$ cat config.mk
export PLATFORM = sky130hd
export DESIGN_NAME = irq_mask_stat
export DESIGN_NICKNAME = d
export VERILOG_FILES = /design/src/rtl/irq_mask_stat_pkg.sv /design/src/rtl/ims_mask_reg.sv /design/src/rtl/ims_status_reg.sv /design/src/rtl/ims_irq_gen.sv /design/src/rtl/irq_mask_stat.sv
export SDC_FILE = /design/constraint.sdc
export NUM_CORES = 1
export LEC_CHECK = 0
export BUFFER_PORTS_ARGS = -buffer_cell sky130_fd_sc_hd__buf_2
export CAP_MARGIN = 20
export CORE_MARGIN = 8
export CORE_UTILIZATION = 33
export DETAILED_ROUTE_END_ITERATION = 7
export PLACE_DENSITY = 0.78
export SYNTH_ARGS = -nofsm -noshare
export SYNTH_HDL_FRONTEND = slang
export SYNTH_SLANG_ARGS = --single-unit
$ cat constraint.sdc
create_clock -name clk -period 1.1 [get_ports clk]
set_clock_uncertainty 0.2 [all_clocks]
set_input_delay 0.11 -clock clk [delete_from_list [all_inputs] [get_ports clk]]
set_output_delay 0.11 -clock clk [all_outputs]
set_load 0.02 [all_outputs]
$ cat src/rtl/irq_mask_stat_pkg.sv
package irq_mask_stat_pkg;

    localparam int NUM_SRC = 13;

    typedef logic [NUM_SRC-1:0] src_vec_t;

    localparam src_vec_t ALL_SRC = '1;

    // Source positions; a neighbour decodes these, so the order is fixed.
    typedef enum int {
        SRC_RX_TRIG     = 0,
        SRC_RX_EMPTY    = 1,
        SRC_RX_FULL     = 2,
        SRC_TX_EMPTY    = 3,
        SRC_TX_FULL     = 4,
        SRC_RX_OVF      = 5,
        SRC_FRAME_ERR   = 6,
        SRC_PARITY_ERR  = 7,
        SRC_RX_TIMEOUT  = 8,
        SRC_MODEM_DELTA = 9,
        SRC_TX_TRIG     = 10,
        SRC_TX_NEARFULL = 11,
        SRC_TX_OVF      = 12
    } src_idx_e;

    typedef struct packed {
        logic     we;
        src_vec_t data;
    } wr_port_t;

    // Qualified write bits: data counts only when its strobe is high.
    function automatic src_vec_t wr_bits(input wr_port_t p);
        return p.we ? p.data : '0;
    endfunction

    // Mask update: set first, then clear, so a disable wins a collision.
    function automatic src_vec_t mask_next(input src_vec_t cur,
                                           input wr_port_t set_p,
                                           input wr_port_t clr_p);
        return (cur | wr_bits(set_p)) & ~wr_bits(clr_p);
    endfunction

endpackage

$ cat src/rtl/ims_mask_reg.sv
module ims_mask_reg
    import irq_mask_stat_pkg::*;
(
    input  logic     clk,
    input  logic     rst,
    input  wr_port_t set_p,
    input  wr_port_t clr_p,
    output src_vec_t mask_q
);

    src_vec_t mask_d;

    always_comb begin
        mask_d = mask_next(mask_q, set_p, clr_p);
    end

    always_ff @(posedge clk) begin
        if (rst) begin
            mask_q <= '0;
        end else begin
            mask_q <= mask_d;
        end
    end

endmodule

$ cat src/rtl/ims_status_reg.sv
module ims_status_reg
    import irq_mask_stat_pkg::*;
(
    input  logic     clk,
    input  logic     rst,
    input  src_vec_t evt,
    input  wr_port_t clr_p,
    output src_vec_t stat_q
);

    src_vec_t clr_bits;

    always_comb begin
        clr_bits = wr_bits(clr_p);
    end

    // One sticky cell per source; an event outranks a same-cycle clear.
    for (genvar i = 0; i < NUM_SRC; i++) begin : g_cell
        always_ff @(posedge clk) begin
            if (rst) begin
                stat_q[i] <= 1'b0;
            end else if (evt[i]) begin
                stat_q[i] <= 1'b1;
            end else if (clr_bits[i]) begin
                stat_q[i] <= 1'b0;
            end
        end
    end

endmodule

$ cat src/rtl/ims_irq_gen.sv
module ims_irq_gen
    import irq_mask_stat_pkg::*;
(
    input  logic     clk,
    input  logic     rst,
    input  src_vec_t stat,
    input  src_vec_t mask,
    output logic     irq_q
);

    logic pend;

    always_comb begin
        pend = |(stat & mask);
    end

    always_ff @(posedge clk) begin
        if (rst) begin
            irq_q <= 1'b0;
        end else begin
            irq_q <= pend;
        end
    end

endmodule

$ cat src/rtl/irq_mask_stat.sv
module irq_mask_stat
    import irq_mask_stat_pkg::*;
(
    input  logic        clk,
    input  logic        rst,
    input  logic [12:0] evt_i,
    input  logic        en_we_i,
    input  logic [12:0] en_wdata_i,
    input  logic        dis_we_i,
    input  logic [12:0] dis_wdata_i,
    input  logic        clr_we_i,
    input  logic [12:0] clr_wdata_i,
    output logic [12:0] mask_o,
    output logic [12:0] status_o,
    output logic        irq_o
);

    wr_port_t en_p, dis_p, clr_p;
    src_vec_t mask_q, stat_q;

    always_comb begin
        en_p.we    = en_we_i;
        en_p.data  = en_wdata_i;
        dis_p.we   = dis_we_i;
        dis_p.data = dis_wdata_i;
        clr_p.we   = clr_we_i;
        clr_p.data = clr_wdata_i;
    end

    ims_mask_reg u_mask (
        .clk    (clk),
        .rst    (rst),
        .set_p  (en_p),
        .clr_p  (dis_p),
        .mask_q (mask_q)
    );

    ims_status_reg u_stat (
        .clk    (clk),
        .rst    (rst),
        .evt    (evt_i),
        .clr_p  (clr_p),
        .stat_q (stat_q)
    );

    ims_irq_gen u_irq (
        .clk   (clk),
        .rst   (rst),
        .stat  (stat_q),
        .mask  (mask_q),
        .irq_q (irq_o)
    );

    assign mask_o   = mask_q;
    assign status_o = stat_q;

endmodule

==> results.sh <==
export IMPL_ant_nets=0
export IMPL_final_hold_viol_count=16
export IMPL_tightestPinTransition_ns=0.360
export IMPL_route_vias_total=1780
export IMPL_viasPerCell=5.76
export IMPL_crit_arrival_ns=1.47
export IMPL_synth_area_um2=967
export IMPL_gp_congestion=0.775
export IMPL_cts_sinks=27
export IMPL_end_kind="flip-flop"
export IMPL_fmax_mhz=695
export IMPL_p_leak_nw=1.19
export IMPL_final_setup_worst_slack_ns=-0.339
export IMPL_power_density_nw_per_um2=969
export IMPL_ir_worst_vdd_v=0.00101
export IMPL_layout_drive_gt1_share_pct=57.4
export IMPL_rsz0062_at_grt="yes"
export IMPL_drv_cap=0
export IMPL_antenna_found_initial=0
export IMPL_clkTransAtPathRegs_ns=0.16
export IMPL_critPathKind="flip-flop to flip-flop"
export IMPL_dieArea_um2=4920
export IMPL_yosysUniqueCellTypes=14
export IMPL_fin_setup_tns_ns=-4.24
export IMPL_synthCells=106
export IMPL_crit_path_start_kind="flip-flop"
export IMPL_multi_input_area_um2=447
export IMPL_grt_pass1_wl_um=10100
export IMPL_cts_max_level=1
export IMPL_overflow=0
export IMPL_setup_viol=40
export IMPL_synth_area_leaders="dfxtp_1, a21oi_1, a211oi_1"
export IMPL_required_ns=1.14
export IMPL_cp_max_fo=2
export IMPL_synth_seq_area_share_pct=55.9
export IMPL_drcViolationCount=0
export IMPL_min_path_type="input pin to flip-flop"
export IMPL_area_growth_syn_to_layout_pct=165
export IMPL_die_height_um=70.1
export IMPL_final_cell_mix="buf_2, dlygate4sd3_1, buf_6"
export IMPL_outcome="finished, violations left"
export IMPL_hpwl_um=2970
export IMPL_syn_avg_cell_area_um2=9.12
export IMPL_grt_pass1_vias=1929
export IMPL_fin_crit_sh_pct=131
export IMPL_port_buffers=83
export IMPL_regArea_um2=579
export IMPL_final_common_cell="buf_2"
export IMPL_synth_top_cell_by_area="dfxtp_1"
export IMPL_clk_latency_ns=0.34
export IMPL_ys_warn_count=0
export IMPL_first_pass_iters=5
export IMPL_clockRootBuffer="clkbuf_4"
export IMPL_track_usage_pct=26.4
export IMPL_holdWs_ns=-0.0648
export IMPL_io_pin_count=84
export IMPL_nFillCells=92
export IMPL_failed_checks="negative hold slack, negative setup slack"
export IMPL_drv_slew=0
export IMPL_synth_nets=163
export IMPL_nets=335
export IMPL_wl_per_cell_um=24.1
export IMPL_yosysTopAreaCellShare_pct=55.9
export IMPL_slew_headroom_pct=76.0
export IMPL_p_total_w=0.00248
export IMPL_wirelength_um=7450
export IMPL_synth_seq_cells=27
export IMPL_coreArea_um2=2780
export IMPL_drtIter0Drc=155
export IMPL_cts_tree="built"
export IMPL_fp_dieW_um=70.1
export IMPL_start_util_pct=34.8
export IMPL_rows=19
export IMPL_numCtsBuffers=3
export IMPL_period_minus_slack_ns=1.44
export IMPL_clk_path_buf_depth=2
export IMPL_grt_max_degree=15
-- Yosys cell counts --
| library cell | count |
|---|---|
| buf_6 | 1 |
| a21oi_1 | 26 |
| a221oi_1 | 1 |
| a31oi_1 | 1 |
| and3_1 | 1 |
| buf_2 | 4 |
| buf_4 | 1 |
| dfxtp_1 | 27 |
| a22oi_1 | 3 |
| a211oi_1 | 13 |
| a222oi_1 | 1 |
| a22o_1 | 1 |
| nor2_1 | 13 |
| nand2_1 | 13 |
-- final cells by class --
type / count / share of cell area, %
tap: 31 / 1.51
timing repair buffer: 173 / 57.3
multi-input combinational: 73 / 17.4
clock buffer: 4 / 1.03
antenna: 1 / 0.0977
sequential: 27 / 22.6
-- cells by family after synthesis --
family          after synthesis  synth area share (%)
compound gates               46                  29.4
buf+inv                       6                  4.01
flops                        27                  55.9
simple gates                 27                  10.7
-- worst paths after layout --
check	startpoint	endpoint	slack, ns	cells past startpoint
worst min register to register	u_stat.stat_q[7]	u_stat.stat_q[7]	0.39	2
worst max-delay path	u_mask.mask_q[12]	u_irq.irq_q	-0.34	4
worst min-delay path	rst	u_mask.mask_q[10]	-0.06	3
worst max register to register	u_mask.mask_q[12]	u_irq.irq_q	-0.34	4
-- metrics by stage --
step                      worst slack [ns]  utilization, %  cells  hold WS (ns)  area [µm²]
after global routing                -0.386            92.0    308       -0.0719        2560
after global placement             -0.0786            55.8    234        0.0922        1550
after floorplan                     -0.101               -    106       0.00255         973
after detailed placement           -0.0892            55.8    234        0.0883        1550
final                               -0.339            92.1    309       -0.0648        2560
after CTS                           -0.130            88.2    303       -0.0632        2450
-- state kept, by name, indices dropped and copies added, names as in the netlist --
signal	flops
u_irq.irq_q	1
u_stat.stat_q	13
u_mask.mask_q	13
-- critical path, cell delays in order (launching register included) --
cell and delay, ns:
dfxtp_2 0.36, buf_4 0.13, a222oi_1 0.26, and3_1 0.27, a31oi_1 0.11
-- report_power, final --
group	internal, W	switching (W)
combinational	0.000494	0.000389
clock	0.000143	0.000335
sequential	0.00106	0.0000662
total	0.00169	0.000789
-- routing by layer --
layer	part of all wire (%)	GRT usage, %	wire (µm)
met5	0	0	0
met2	46	44.2	3430
met4	7.4	18.3	550
met3	11	10.9	845
met1	35	25.9	2620
-- what timing repair did --
action / CTS / global route
hold endpoints to repair: 27 / 7
resized for setup: 89 / 18
hold buffers: 57 / 2
pin swaps: 0 / 2
buffers inserted: 8 / 8
gates cloned: 0 / 0
setup endpoints to repair: 28 / 42
Power figures use the tool's default switching activity.
